[config.mk]
export PLATFORM = sky130hd
export DESIGN_NAME = ccp_channel
export DESIGN_NICKNAME = d
export VERILOG_FILES = /design/src/rtl/ccp_pkg.sv /design/src/rtl/ccp_pin_sync.sv /design/src/rtl/ccp_regbank.sv /design/src/rtl/ccp_cmp_detect.sv /design/src/rtl/ccp_channel.sv
export SDC_FILE = /design/constraint.sdc
export NUM_CORES = 1
export LEC_CHECK = 0
export BUFFER_PORTS_ARGS = -buffer_cell sky130_fd_sc_hd__buf_2
export CORE_MARGIN = 2
export CORE_UTILIZATION = 50
export DETAILED_ROUTE_END_ITERATION = 8
export PLACE_DENSITY = 0.78
export SLEW_MARGIN = 30
export SYNTH_ARGS = -nofsm -noshare
export SYNTH_HDL_FRONTEND = slang
export SYNTH_HIERARCHICAL = 1
export SYNTH_SLANG_ARGS = --single-unit
[constraint.sdc]
create_clock -name clk -period 1.87 [get_ports clk]
set_input_delay 0 -clock clk [delete_from_list [all_inputs] [get_ports clk]]
set_output_delay 0 -clock clk [all_outputs]
set_load 0.02 [all_outputs]
[src/rtl/ccp_pkg.sv]
package ccp_pkg;
    localparam int MODE_W     = 7;
    localparam int B_IRQ_EN   = 0;
    localparam int B_PWM_SEL  = 1;
    localparam int B_TOGGLE   = 2;
    localparam int B_MATCH    = 3;
    localparam int B_CAP_FALL = 4;
    localparam int B_CAP_RISE = 5;
    localparam int B_CMP_EN   = 6;

    typedef enum logic [1:0] {
        ST_OFF,
        ST_CAPTURE,
        ST_COMPARE,
        ST_ARMING
    } ccp_state_e;

    function automatic ccp_state_e decode_mode(input logic [MODE_W-1:0] m);
        if (m[B_CAP_RISE] || m[B_CAP_FALL])
            return ST_CAPTURE;
        else if (m[B_CMP_EN])
            return ST_COMPARE;
        else
            return ST_OFF;
    endfunction
endpackage

[src/rtl/ccp_pin_sync.sv]
module ccp_pin_sync #(
    parameter int STAGES = 2
) (
    input  logic clk,
    input  logic rst_n,
    input  logic pin_in,
    output logic rise,
    output logic fall
);
    localparam int LAST = STAGES;

    logic [LAST:0] chain;

    always_ff @(posedge clk or negedge rst_n) begin
        if (!rst_n)
            chain <= '0;
        else
            chain <= {chain[LAST-1:0], pin_in};
    end

    // chain[LAST-1] is the synchronized level, chain[LAST] the previous one
    assign rise = chain[LAST-1] & ~chain[LAST];
    assign fall = ~chain[LAST-1] & chain[LAST];
endmodule

[src/rtl/ccp_regbank.sv]
module ccp_regbank
    import ccp_pkg::*;
#(
    parameter int CNT_W = 16
) (
    input  logic              clk,
    input  logic              rst_n,
    input  logic              mode_we,
    input  logic [MODE_W-1:0] mode_din,
    input  logic              lo_we,
    input  logic              hi_we,
    input  logic [CNT_W/2-1:0] byte_din,
    input  logic              cap_fire,
    input  logic [CNT_W-1:0]  tbase,
    output logic [MODE_W-1:0] mode_q,
    output logic [CNT_W-1:0]  cc_val
);
    localparam int HALF = CNT_W / 2;

    always_ff @(posedge clk or negedge rst_n) begin
        if (!rst_n) begin
            mode_q <= '0;
        end else if (mode_we) begin
            mode_q <= mode_din;
        end else if (lo_we) begin
            mode_q[B_CMP_EN] <= 1'b0;
        end else if (hi_we) begin
            mode_q[B_CMP_EN] <= 1'b1;
        end
    end

    always_ff @(posedge clk or negedge rst_n) begin
        if (!rst_n) begin
            cc_val <= '0;
        end else if (lo_we || hi_we) begin
            if (lo_we) cc_val[HALF-1:0]     <= byte_din;
            if (hi_we) cc_val[CNT_W-1:HALF] <= byte_din;
        end else if (cap_fire) begin
            cc_val <= tbase;
        end
    end
endmodule

[src/rtl/ccp_cmp_detect.sv]
module ccp_cmp_detect #(
    parameter int CNT_W = 16
) (
    input  logic             clk,
    input  logic             rst_n,
    input  logic             cmp_en,
    input  logic [CNT_W-1:0] tbase,
    input  logic [CNT_W-1:0] cc_val,
    output logic             hit
);
    logic eq_now;
    logic eq_q;

    assign eq_now = cmp_en && (tbase == cc_val);

    always_ff @(posedge clk or negedge rst_n) begin
        if (!rst_n)
            eq_q <= 1'b0;
        else
            eq_q <= eq_now;
    end

    assign hit = eq_now & ~eq_q;
endmodule

[src/rtl/ccp_channel.sv]
module ccp_channel
    import ccp_pkg::*;
#(
    parameter int CNT_W       = 16,
    parameter int SYNC_STAGES = 2
) (
    input  logic                clk,
    input  logic                rst_n,
    input  logic [CNT_W-1:0]    tbase,
    input  logic                mode_we,
    input  logic [MODE_W-1:0]   mode_din,
    input  logic                lo_we,
    input  logic                hi_we,
    input  logic [CNT_W/2-1:0]  byte_din,
    input  logic                flag_clr,
    input  logic                pin_in,
    output logic                pin_out,
    output logic [MODE_W-1:0]   mode_q,
    output logic [CNT_W-1:0]    cc_val,
    output logic                event_stb,
    output logic                flag,
    output logic                irq
);
    ccp_state_e state_q;
    ccp_state_e state_d;

    logic rise;
    logic fall;
    logic cap_fire;
    logic hit;
    logic match_ev;
    logic toggle_now;
    logic event_d;

    ccp_pin_sync #(.STAGES(SYNC_STAGES)) u_sync (
        .clk   (clk),
        .rst_n (rst_n),
        .pin_in(pin_in),
        .rise  (rise),
        .fall  (fall)
    );

    ccp_regbank #(.CNT_W(CNT_W)) u_regs (
        .clk     (clk),
        .rst_n   (rst_n),
        .mode_we (mode_we),
        .mode_din(mode_din),
        .lo_we   (lo_we),
        .hi_we   (hi_we),
        .byte_din(byte_din),
        .cap_fire(cap_fire),
        .tbase   (tbase),
        .mode_q  (mode_q),
        .cc_val  (cc_val)
    );

    ccp_cmp_detect #(.CNT_W(CNT_W)) u_cmp (
        .clk   (clk),
        .rst_n (rst_n),
        .cmp_en(state_q == ST_COMPARE),
        .tbase (tbase),
        .cc_val(cc_val),
        .hit   (hit)
    );

    // next-state logic
    always_comb begin
        state_d = state_q;
        unique case (state_q)
            ST_OFF: begin
                if (mode_we)                 state_d = decode_mode(mode_din);
                else if (hi_we && !lo_we)    state_d = ST_COMPARE;
            end
            ST_CAPTURE: begin
                if (mode_we)                 state_d = decode_mode(mode_din);
            end
            ST_COMPARE: begin
                if (mode_we)                 state_d = decode_mode(mode_din);
                else if (lo_we)              state_d = ST_ARMING;
            end
            ST_ARMING: begin
                if (mode_we)                 state_d = decode_mode(mode_din);
                else if (hi_we && !lo_we)    state_d = ST_COMPARE;
            end
            default:                         state_d = ST_OFF;
        endcase
    end

    // state register
    always_ff @(posedge clk or negedge rst_n) begin
        if (!rst_n)
            state_q <= ST_OFF;
        else
            state_q <= state_d;
    end

    assign cap_fire   = (state_q == ST_CAPTURE) &&
                        ((rise && mode_q[B_CAP_RISE]) || (fall && mode_q[B_CAP_FALL]));
    assign match_ev   = hit && mode_q[B_MATCH];
    assign toggle_now = match_ev && mode_q[B_TOGGLE];
    assign event_d    = cap_fire || match_ev;

    // output register
    always_ff @(posedge clk or negedge rst_n) begin
        if (!rst_n) begin
            event_stb <= 1'b0;
            flag      <= 1'b0;
            pin_out   <= 1'b1;
        end else begin
            event_stb <= event_d;
            if (event_d)
                flag <= 1'b1;
            else if (flag_clr)
                flag <= 1'b0;
            if (toggle_now)
                pin_out <= ~pin_out;
        end
    end

    assign irq = flag & mode_q[B_IRQ_EN];
endmodule

==> qor.yml, run 1 <==
outcome: "finished clean"
ys_types: 37
skew_ns: 0.001312
pwr-share-clk_pct: 28.9
power.total_mw: 2.234
finalHoldViolCount: 0
fmax_mhz: 573.8
fin_crit_ns: 1.743
setup_viol: 0
crit_fanout: 3
vdd_drop_max_uv: 542.0
power.density_nw_per_um2: 878.7
finalNetCount: 290
drv_cap: 0
io_pins: 65
grt-busiest-layer: "met2"
clock-sinks: 32
vias: 1554
grt_use_total_pct: 20.72
grt_max_degree: 37
critPathLaunchType: "flip-flop"
place_inst: 272
slew_headroom_pct: 52.46
ys_async_sr_fraction_pct: 100.0
met1_usage_pct: 27.49
start_util_pct: 52.07
ys_warn_count: 6
final_cells: 298
grt_pass1_wl_um: 6879
cts_max_level: 2
synth_area_um2: 1921
p_int_mw: 1.519
tns_ns: 0
grt_util_met2_pct: 32.83
worst_pin_slew_ns: 0.7130
cp.required_ns: 2.08
postRouteAntennaNets: 0
cts-buffers-inserted: 5
cts_tree: "done"
met3_usage_pct: 4.600
viasPerCell: 5.215
antennaDiodeCount: 0
clkTransAtPathRegs_ns: 0.06
hp-class: "primary input to flip-flop"
drive_gt1_share_pct: 41.20
grt_antenna_before_repair: 0
drt-wirelength-per-cell_um: 13.94
die_x_um: 65.98
switchingPower_mw: 0.7147
cts_root_buffer: "clkbuf_8"
drcViolationCount: 0
leakage_nw: 1.184
clkLatencyLatePin_ns: 0.28
ys_seq_area_share_pct: 41.76
post-route-util_pct: 68.93
grt_overflow: 0
place_congestion: 0.7680
avgSynthCellArea_um2: 11.64
rsz0062_at_grt: "no"
first_global_vias: 1495
power_frac_seq_pct: 38.5
die_h_um: 65.98
power_frac_comb_pct: 32.6
drt-initial-drc-count: 75
ys_ff_latch: 32
seq_area_um2: 802.0
rows: 22
coreArea_um2: 3689
cts_setup_buffers: 0
synth_edf_count: 0
fillers: 287
ys.flop_type: "dfrtp_1"
synth_nets: 206
wirelength_um: 4153
hpwl_um: 2873
drv_slew: 0
synthCells: 165
arrival_ns: 1.95
syn_to_final_growth_pct: 32.38
fin_crit_sh_pct: 93.19
port_buffers: 64
worst_setup_path_end_kind: "flip-flop"
die-area_um2: 4353
first_pass_iters: 4
clock_path_buffers: 2
p_sw_share_pct: 31.99
path_class: "flip-flop to flip-flop"
multi_input_area_um2: 970.9
layout by cell type, fill, tap and decap left out, drive strengths merged:
master | Yosys | layout
o31ai | 2 | 2
dfrtp | 31 | 31
dfstp | 1 | 1
nor3 | 1 | 1
or4 | 1 | 1
mux2 | 6 | 6
a22oi | 1 | 1
buf | 7 | 67
a211o | 1 | 1
a21oi | 2 | 2
inv | 21 | 21
nor3b | 1 | 1
mux2i | 2 | 2
or4bb | 1 | 1
nand3 | 1 | 1
ha | 3 | 3
nand4 | 3 | 3
nor4 | 1 | 1
xnor2 | 11 | 11
bufinv | 0 | 1
and2b | 1 | 1
dlygate4sd3 | 0 | 18
o21ai | 1 | 1
nor2b | 4 | 4
clkinv | 0 | 1
nand2 | 17 | 17
nor2 | 3 | 3
o32ai | 1 | 1
xor2 | 6 | 6
and2 | 1 | 1
o311ai | 16 | 16
a21o | 2 | 2
clkbuf | 1 | 6
nand4bb | 15 | 15
metrics by stage:
step                      hold WS [ns]  worst slack [ns]  area [µm²]
after floorplan                -0.2956            0.1500        1921
after global placement         0.09546            0.1570        2251
after detailed placement       0.09211           0.09179        2251
after CTS                      0.03689           0.07370        2539
after global routing           0.05777          0.008799        2542
final                          0.04121            0.1273        2542
cell families after synthesis:
family | Yosys count | share of synthesized area (%)
buffers and inverters | 29 | 7.882
DFF | 32 | 41.76
muxes | 8 | 4.560
AOI/OAI and AO/OA | 26 | 16.94
adders and majority gates | 3 | 1.955
xor gates and xnor gates | 17 | 7.752
and+or+nand+nor | 50 | 19.15
final timing paths:
path	from	endpoint	slack [ns]	cells after the start
worst max-delay path	state_q[0]	pin_out	0.13	7
worst min-delay path	tbase[1]	u_regs/cc_val[1]	0.04	3
worst max register to register	state_q[0]	pin_out	0.13	7
worst min register to register	u_sync/chain[0]	u_sync/chain[1]	0.35	0
max in group asynchronous	rst_n	state_q[0]	1.11	2
min in group asynchronous	rst_n	u_regs/cc_val[3]	0.30	2
what timing repair did:
| action | in CTS | in global routing |
|---|---|---|
| resized for setup | 0 | 1 |
| endpoints found under the setup margin | 0 | 1 |
| endpoints found under the hold margin | 56 | 0 |
| hold buffers | 18 | 0 |
routing by layer:
metal	part of all wire, %	routed length, µm
met5	0	0
met3	5.1	212
met4	1.8	76
met2	46	1917
met1	47	1947
power by group through the flow:
stage / combinational, mW / clock (mW) / sequential [mW]
final: 0.729 / 0.645 / 0.860
after global routing: 0.806 / 0.694 / 0.873
after CTS: 0.736 / 0.656 / 0.860
after detailed placement: 0.703 / 0 / 0.873
after global placement: 0.693 / 0 / 0.868
after floorplan: 0.397 / 0 / 0.950
Yosys cell counts, types with 2 or more instances:
| cell type | n | area share [%] |
|---|---|---|
| dfrtp_1 | 31 | 40 |
| inv_1 | 21 | 4.1 |
| nand2_1 | 17 | 3.3 |
| nand4bb_1 | 15 | 8.8 |
| o311ai_2 | 14 | 12 |
| xnor2_1 | 11 | 5.0 |
| mux2_2 | 6 | 3.5 |
| xor2_1 | 6 | 2.7 |
| buf_2 | 3 | 0.78 |
| buf_6 | 3 | 1.8 |
| ha_1 | 3 | 2.0 |
| nand4_1 | 3 | 0.98 |
| a21o_1 | 2 | 0.78 |
| a21oi_1 | 2 | 0.52 |
| mux2i_1 | 2 | 1.0 |
| nor2_1 | 2 | 0.39 |
| nor2b_1 | 2 | 0.65 |
| nor2b_4 | 2 | 1.4 |
| o311ai_1 | 2 | 0.91 |
critical path, stage by stage (launching register included):
cell and delay, ns:
dfrtp_1 0.40, inv_1 0.08, ha_1 0.16, nand4_1 0.09, or4_4 0.54, nor3_2 0.15, nand3_1 0.11, xnor2_1 0.14
flip-flops by register name, indices dropped and copies added, names as in the netlist:
name and count:
event_stb 1, u_regs/mode_q 7, pin_out 1, state_q 2, u_sync/chain 3, u_regs/cc_val 16
flag 1, u_cmp/eq_q 1
area by class of cell:
class / count / share of cell area (%)
clock buffers: 6 / 2.854
clock inverters: 2 / 1.378
inverters: 21 / 3.100
multi-input cells: 104 / 38.19
flip-flops and latches: 32 / 31.55
well taps: 48 / 2.362
repair buffers: 85 / 20.57
No activity file was read; power rests on OpenSTA's default activity.
==> inputs of run 2 (changes only) <==
- CORE_ASPECT_RATIO: not set -> 0.9
==> run 2 against run 1 <==
Net effect:
- total power shrank 4.4%
- wire length grew 13%
- die area is essentially flat
- global-route usage grew 2.1 points
- cell area grew 0.20%
- non-clock buffer count grew 1
- the flow now finishes with violations (negative setup slack)
- register-to-register slack lost 0.15 ns
- sequential power is essentially flat
==> qor.yml, run 2 (same netlist as run 1, synthesis figures left out) <==
grt_overflow: 0  # unchanged
drt-wirelength-per-cell_um: 15.77  # +13%
finalNetCount: 291  # +0.34%
drcViolationCount: 0  # unchanged
failed_checks: "negative setup slack"
cts_tree: "done"
fmax_mhz: 528.9  # -7.8%
min_from: "tbase[4]"
clkTransAtPathRegs_ns: 0.07  # about the same
drt-initial-drc-count: 140  # +87%
layout_setup_ws_ns: -0.02065  # -0.1480 ns
io_pins: 65  # unchanged
clock-sinks: 32  # unchanged
vias: 1590  # +2.3%
critPathLaunch: "u_regs/cc_val[13]"
grt_use_total_pct: 22.86  # +2.1 points
p_int_mw: 1.408  # -7.3%
critPathLaunchType: "flip-flop"
cp.required_ns: 2.07  # about the same
cts_max_level: 2  # unchanged
first_global_vias: 1574  # +5.3%
crit_fanout: 3  # unchanged
first_pass_iters: 4  # unchanged
final_area_um2: 2547  # +0.20%
place_congestion: 0.7966  # +3.7%
dpl_cell_area_um2: 2261  # +0.44%
die_x_um: 69.33  # +5.1%
die-area_um2: 4354  # about the same
hpwl_um: 3157  # +9.9%
die_h_um: 62.80  # -4.8%
reg2reg_slack_ns: -0.02  # -0.15 ns
drv_cap: 0  # unchanged
switchingPower_mw: 0.7284  # +1.9%
worst_pin_slew_ns: 0.7190  # +0.005947 ns
viasPerCell: 5.354  # +2.7%
grt_antenna_before_repair: 0  # unchanged
cts-buffers-inserted: 5  # unchanged
skew_ns: 0.01086  # +0.009546 ns
layout.cells.most_common: "buf_2"
slew_headroom_pct: 52.07  # -0.40 points
largestRegisters: "u_regs/cc_val (16), u_regs/mode_q (7), u_sync/chain (3)"
antennaDiodeCount: 0  # unchanged
pwr-share-clk_pct: 23.4  # -5.5 points
postRouteAntennaNets: 0  # unchanged
dp_worst_setup_slack_ns: 0.01591  # -0.07588 ns
grt_pass1_wl_um: 7569  # +10%
r2r_end: "pin_out"
clock_path_buffers: 2  # unchanged
rows: 21  # -4.5%
drive_gt1_share_pct: 41.43  # +0.23 points
arrival_ns: 2.09  # +0.14 ns
hold_depth: 3  # unchanged
coreArea_um2: 3705  # +0.44%
leakage_nw: 1.183  # about the same
min_to: "u_regs/cc_val[4]"
power_frac_comb_pct: 36.5  # +3.9 points
vdd_drop_max_uv: 546.9  # +0.91%
finalHoldViolCount: 0  # unchanged
drv_slew: 0  # unchanged
power.total_mw: 2.136  # -4.4%
port_buffers: 64  # unchanged
grt_max_degree: 36  # -2.7%
r2r_start: "u_regs/cc_val[13]"
rsz0062_at_grt: "yes"
syn_to_final_growth_pct: 32.64
most-common-layout-cells: "buf_2 (64), dfrtp_1 (31), inv_1 (21)"
largest_register_ffs: 16  # unchanged
power_frac_seq_pct: 40.1  # +1.6 points
cts_root_buffer: "clkbuf_8"
hp-class: "primary input to flip-flop"
p_sw_share_pct: 34.10  # +2.1 points
largest_register: "u_regs/cc_val"
clkLatencyLatePin_ns: 0.28  # about the same
setup_viol: 1  # +1
worst_setup_path_end_kind: "flip-flop"
fin_crit_sh_pct: 101.1  # +7.9 points
fin_crit_ns: 1.891  # +0.1480 ns
fillers: 289  # +0.70%
outcome: "complete, but fails checks"
wirelength_um: 4685  # +13%
start_util_pct: 51.84  # -0.23 points
power.density_nw_per_um2: 838.6  # -4.6%
rr_worst_depth: 6  # -1
path_class: "flip-flop to flip-flop"
run 2: layout make-up:
class	count	area [µm²]	share of cell area, %
Multi-Input combinational cell	104	984.7	38.65
Timing Repair Buffer	86	543.0	21.32
Clock inverter	1	5.005	0.1965
Clock buffer	7	76.32	2.996
Sequential cell	32	802.0	31.48
Tap cell	46	57.56	2.259
Inverter	21	78.83	3.094
run 2: worst max-delay path: stages, from the launching register on:
cell and delay, ns:
dfrtp_1 0.40, xnor2_1 0.21, nand4_1 0.17, or4_4 0.58, nor3_4 0.15, nand3_1 0.11, xnor2_1 0.19
run 2: metrics by stage:
| stage | util [%] | setup TNS [ns] | std cells | hold slack [ns] |
|---|---|---|---|---|
| after floorplan | - | 0 | 165 | -0.2956 |
| after global placement | 61.03 | 0 | 270 | 0.08806 |
| after detailed placement | 61.03 | 0 | 270 | 0.09027 |
| after CTS | 68.19 | 0 | 296 | 0.03321 |
| after global routing | 68.76 | -0.06410 | 297 | 0.04100 |
| final | 68.76 | -0.02065 | 297 | 0.03335 |
run 2: what timing repair did:
item | in CTS | in global routing
setup buffers | 0 | 1
pin swaps | 0 | 6
endpoints found under the hold margin | 55 | 0
resized for setup | 1 | 2
endpoints found under the setup margin | 1 | 2
hold buffers | 18 | 0
run 2: power groups by stage:
stage / Clock [mW] / Combinational (mW) / Sequential (mW)
final: 0.499 / 0.779 / 0.857
after CTS: 0.513 / 0.751 / 0.861
after global placement: 0 / 0.706 / 0.867
after global routing: 0.549 / 0.840 / 0.871
after floorplan: 0 / 0.397 / 0.950
after detailed placement: 0 / 0.718 / 0.873
run 2: layer usage:
layer	track usage, %	share of wire [%]	vias up
li1	-	-	761
met1	28.15	42	763
met2	36.30	50	52
met3	6.774	5.1	14
met4	12.01	3.1	0
met5	0	0	-
run 2: worst max-delay path by stage:
stage | to | slack (ns) | depth (start not counted)
3_5_place_dp | pin_out | 0.02 | 6
2_1_floorplan | pin_out | 0.15 | 6
6_report | pin_out | -0.02 | 6
4_1_cts | pin_out | 0.004 | 6
5_1_grt | pin_out | -0.06 | 6
3_3_place_gp | pin_out | 0.16 | 7
==> inputs of run 3 (changes only) <==
- SETUP_SLACK_MARGIN: not set -> 0.2
==> run 3 against run 2 <==
Net effect:
- total power up 7.8%
- non-clock buffer count increased by 8
- register-to-register slack improved by 0.06 ns
- worst hold slack better by 0.0042 ns
- largest cell class unchanged
- combinational power rose by 13%
- core utilization increased by 3.9 points
- count of clock-buffer cells in the layout is 1 lower
- cell count is 2.7% higher
- clock power is 10% higher
- cell area is 5.6% higher
- global-route usage decreased by 0.75 points
- the run now ends clean
- sequential share of layout area decreased by 1.4 points
==> qor.yml, run 3 (same netlist as run 1, synthesis figures left out) <==
grt_pass1_wl_um: 7603  # +0.45%
clock-sinks: 32  # unchanged
m1WireLength_um: 2104  # +6.6%
setup_viol: 0  # -1
wirelength_um: 4719  # +0.73%
hold_ws_ns: 0.03753  # +0.004172 ns
drv_cap: 0  # unchanged
dr_wl_met3_um: 202  # -15%
die-area_um2: 4354  # unchanged
place_congestion: 0.8391  # +5.3%
grt_overflow: 0  # unchanged
postRouteAntennaNets: 0  # unchanged
cts_tree: "done"
vias: 1642  # +3.3%
min_from: "tbase[9]"
critPathLaunch: "u_regs/cc_val[14]"
cts-buffers-inserted: 5  # unchanged
finalHoldViolCount: 0  # unchanged
arrival_ns: 2.04  # -0.05 ns
worst_pin_slew_ns: 0.7013  # -0.01774 ns
clkTransAtPathRegs_ns: 0.07  # about the same
first_global_vias: 1648  # +4.7%
fmax_mhz: 547.5  # +3.5%
largest_register_ffs: 16  # unchanged
syn_to_final_growth_pct: 40.13
finalNetCount: 299  # +2.7%
layout_setup_ws_ns: 0.04340  # +0.06405 ns
critPathLaunchType: "flip-flop"
drcViolationCount: 0  # unchanged
io_pins: 65  # unchanged
cts_root_buffer: "clkbuf_8"
antennaDiodeCount: 0  # unchanged
grt_antenna_before_repair: 0  # unchanged
cp.required_ns: 2.08  # about the same
drt-initial-drc-count: 56  # -60%
port_buffers: 64  # unchanged
hp-class: "primary input to flip-flop"
path_class: "flip-flop to flip-flop"
drv_slew: 0  # unchanged
rsz0062_at_grt: "yes"
die_h_um: 62.80  # unchanged
crit_fanout: 3  # unchanged
final_area_um2: 2691  # +5.6%
r2r_start: "u_regs/cc_val[14]"
start_util_pct: 51.84  # unchanged
clock_path_buffers: 2  # unchanged
fin_crit_sh_pct: 97.68  # -3.4 points
cts_max_level: 2  # unchanged
leakage_nw: 1.263  # +6.7%
outcome: "finished clean"
first_pass_iters: 4  # unchanged
clkLatencyLatePin_ns: 0.28  # about the same
skew_ns: 0.007455  # -0.003403 ns
maxUsedRoutingLayer: "met4"
slew_headroom_pct: 53.25  # +1.2 points
grt_max_degree: 37  # +2.8%
met2_length_um: 2317  # -0.30%
largest_register: "u_regs/cc_val"
power.density_nw_per_um2: 856.0  # +2.1%
rows: 21  # unchanged
drt-wirelength-per-cell_um: 15.47  # -1.9%
coreArea_um2: 3705  # unchanged
die_x_um: 69.33  # unchanged
fin_crit_ns: 1.827  # -0.06405 ns
dp_worst_setup_slack_ns: 0.03005  # +0.01414 ns
dpl_cell_area_um2: 2267  # +0.28%
worst_setup_path_end_kind: "flip-flop"
fillers: 264  # -8.7%
viasPerCell: 5.384  # +0.56%
largestRegisters: "u_regs/cc_val (16), u_regs/mode_q (7), u_sync/chain (3)"
layout.cells.most_common: "buf_2"
vdd_drop_max_uv: 616.9  # +13%
most-common-layout-cells: "buf_2 (64), dfrtp_1 (24), inv_1 (20)"
grt_use_total_pct: 22.12  # -0.75 points
hpwl_um: 3046  # -3.5%
drive_gt1_share_pct: 50.97  # +9.5 points
run 3: cell types whose count changed in the layout (fill, tap and decap cells not counted), moves of 2 or more:
cell      previous run  this run
buf_4                3        12
dfrtp_2              0         7
clkbuf_1             2         0
xnor2_1             10         4
dfrtp_1             31        24
xnor2_2              1         7
run 3: power breakdown:
part	switching [mW]	internal [mW]
Combinational	0.441	0.438
Clock	0.257	0.293
Sequential	0.0845	0.790
Total	0.782	1.52
run 3: final timing paths:
kind | end | slack [ns] | depth (start not counted)
max | pin_out | 0.04 | 6
min | u_regs/cc_val[9] | 0.04 | 3
max reg2reg | pin_out | 0.04 | 6
min reg2reg | u_sync/chain[1] | 0.35 | 0
max in group asynchronous | u_regs/cc_val[5] | 1.07 | 2
min in group asynchronous | u_sync/chain[1] | 0.30 | 2
run 3: metal layers:
layer	track usage, %	vias to the layer above
li1	-	778
met1	28.27	802
met2	36.18	51
met3	5.968	11
met4	7.843	0
met5	0	-
run 3: worst max-delay path, cell delays in order (launching register included):
cell	delay [ns]
dfrtp_2	0.43
xnor2_2	0.16
nand4_1	0.16
or4_4	0.57
nor3_4	0.18
nand3_2	0.12
xnor2_2	0.14
run 3: metrics by stage:
step / instances / utilization (%) / total power, mW / setup TNS, ns
2_1_floorplan: 165 / - / 1.356 / 0
3_3_place_gp: 271 / 61.20 / 1.580 / 0
3_5_place_dp: 271 / 61.20 / 1.597 / 0
4_1_cts: 302 / 70.18 / 2.239 / 0
5_1_grt: 305 / 72.64 / 2.447 / -0.01026
6_report: 305 / 72.64 / 2.304 / 0
run 3: layout make-up:
| class | count | area [µm²] | share of cell area, % |
|---|---|---|---|
| Clock inverter | 2 | 10.01 | 0.3719 |
| Tap cell | 46 | 57.56 | 2.139 |
| Clock buffer | 6 | 82.58 | 3.068 |
| Multi-Input combinational cell | 104 | 1061 | 39.42 |
| Sequential cell | 32 | 810.8 | 30.13 |
| Timing Repair Buffer | 94 | 590.6 | 21.94 |
| Inverter | 21 | 78.83 | 2.929 |
run 3: repair_timing:
| item | in CTS | in global routing |
|---|---|---|
| buffers inserted | 5 | 3 |
| endpoints found under the hold margin | 56 | 0 |
| pin swaps | 8 | 5 |
| resized for setup | 5 | 10 |
| endpoints found under the setup margin | 19 | 11 |
| hold buffers | 18 | 0 |
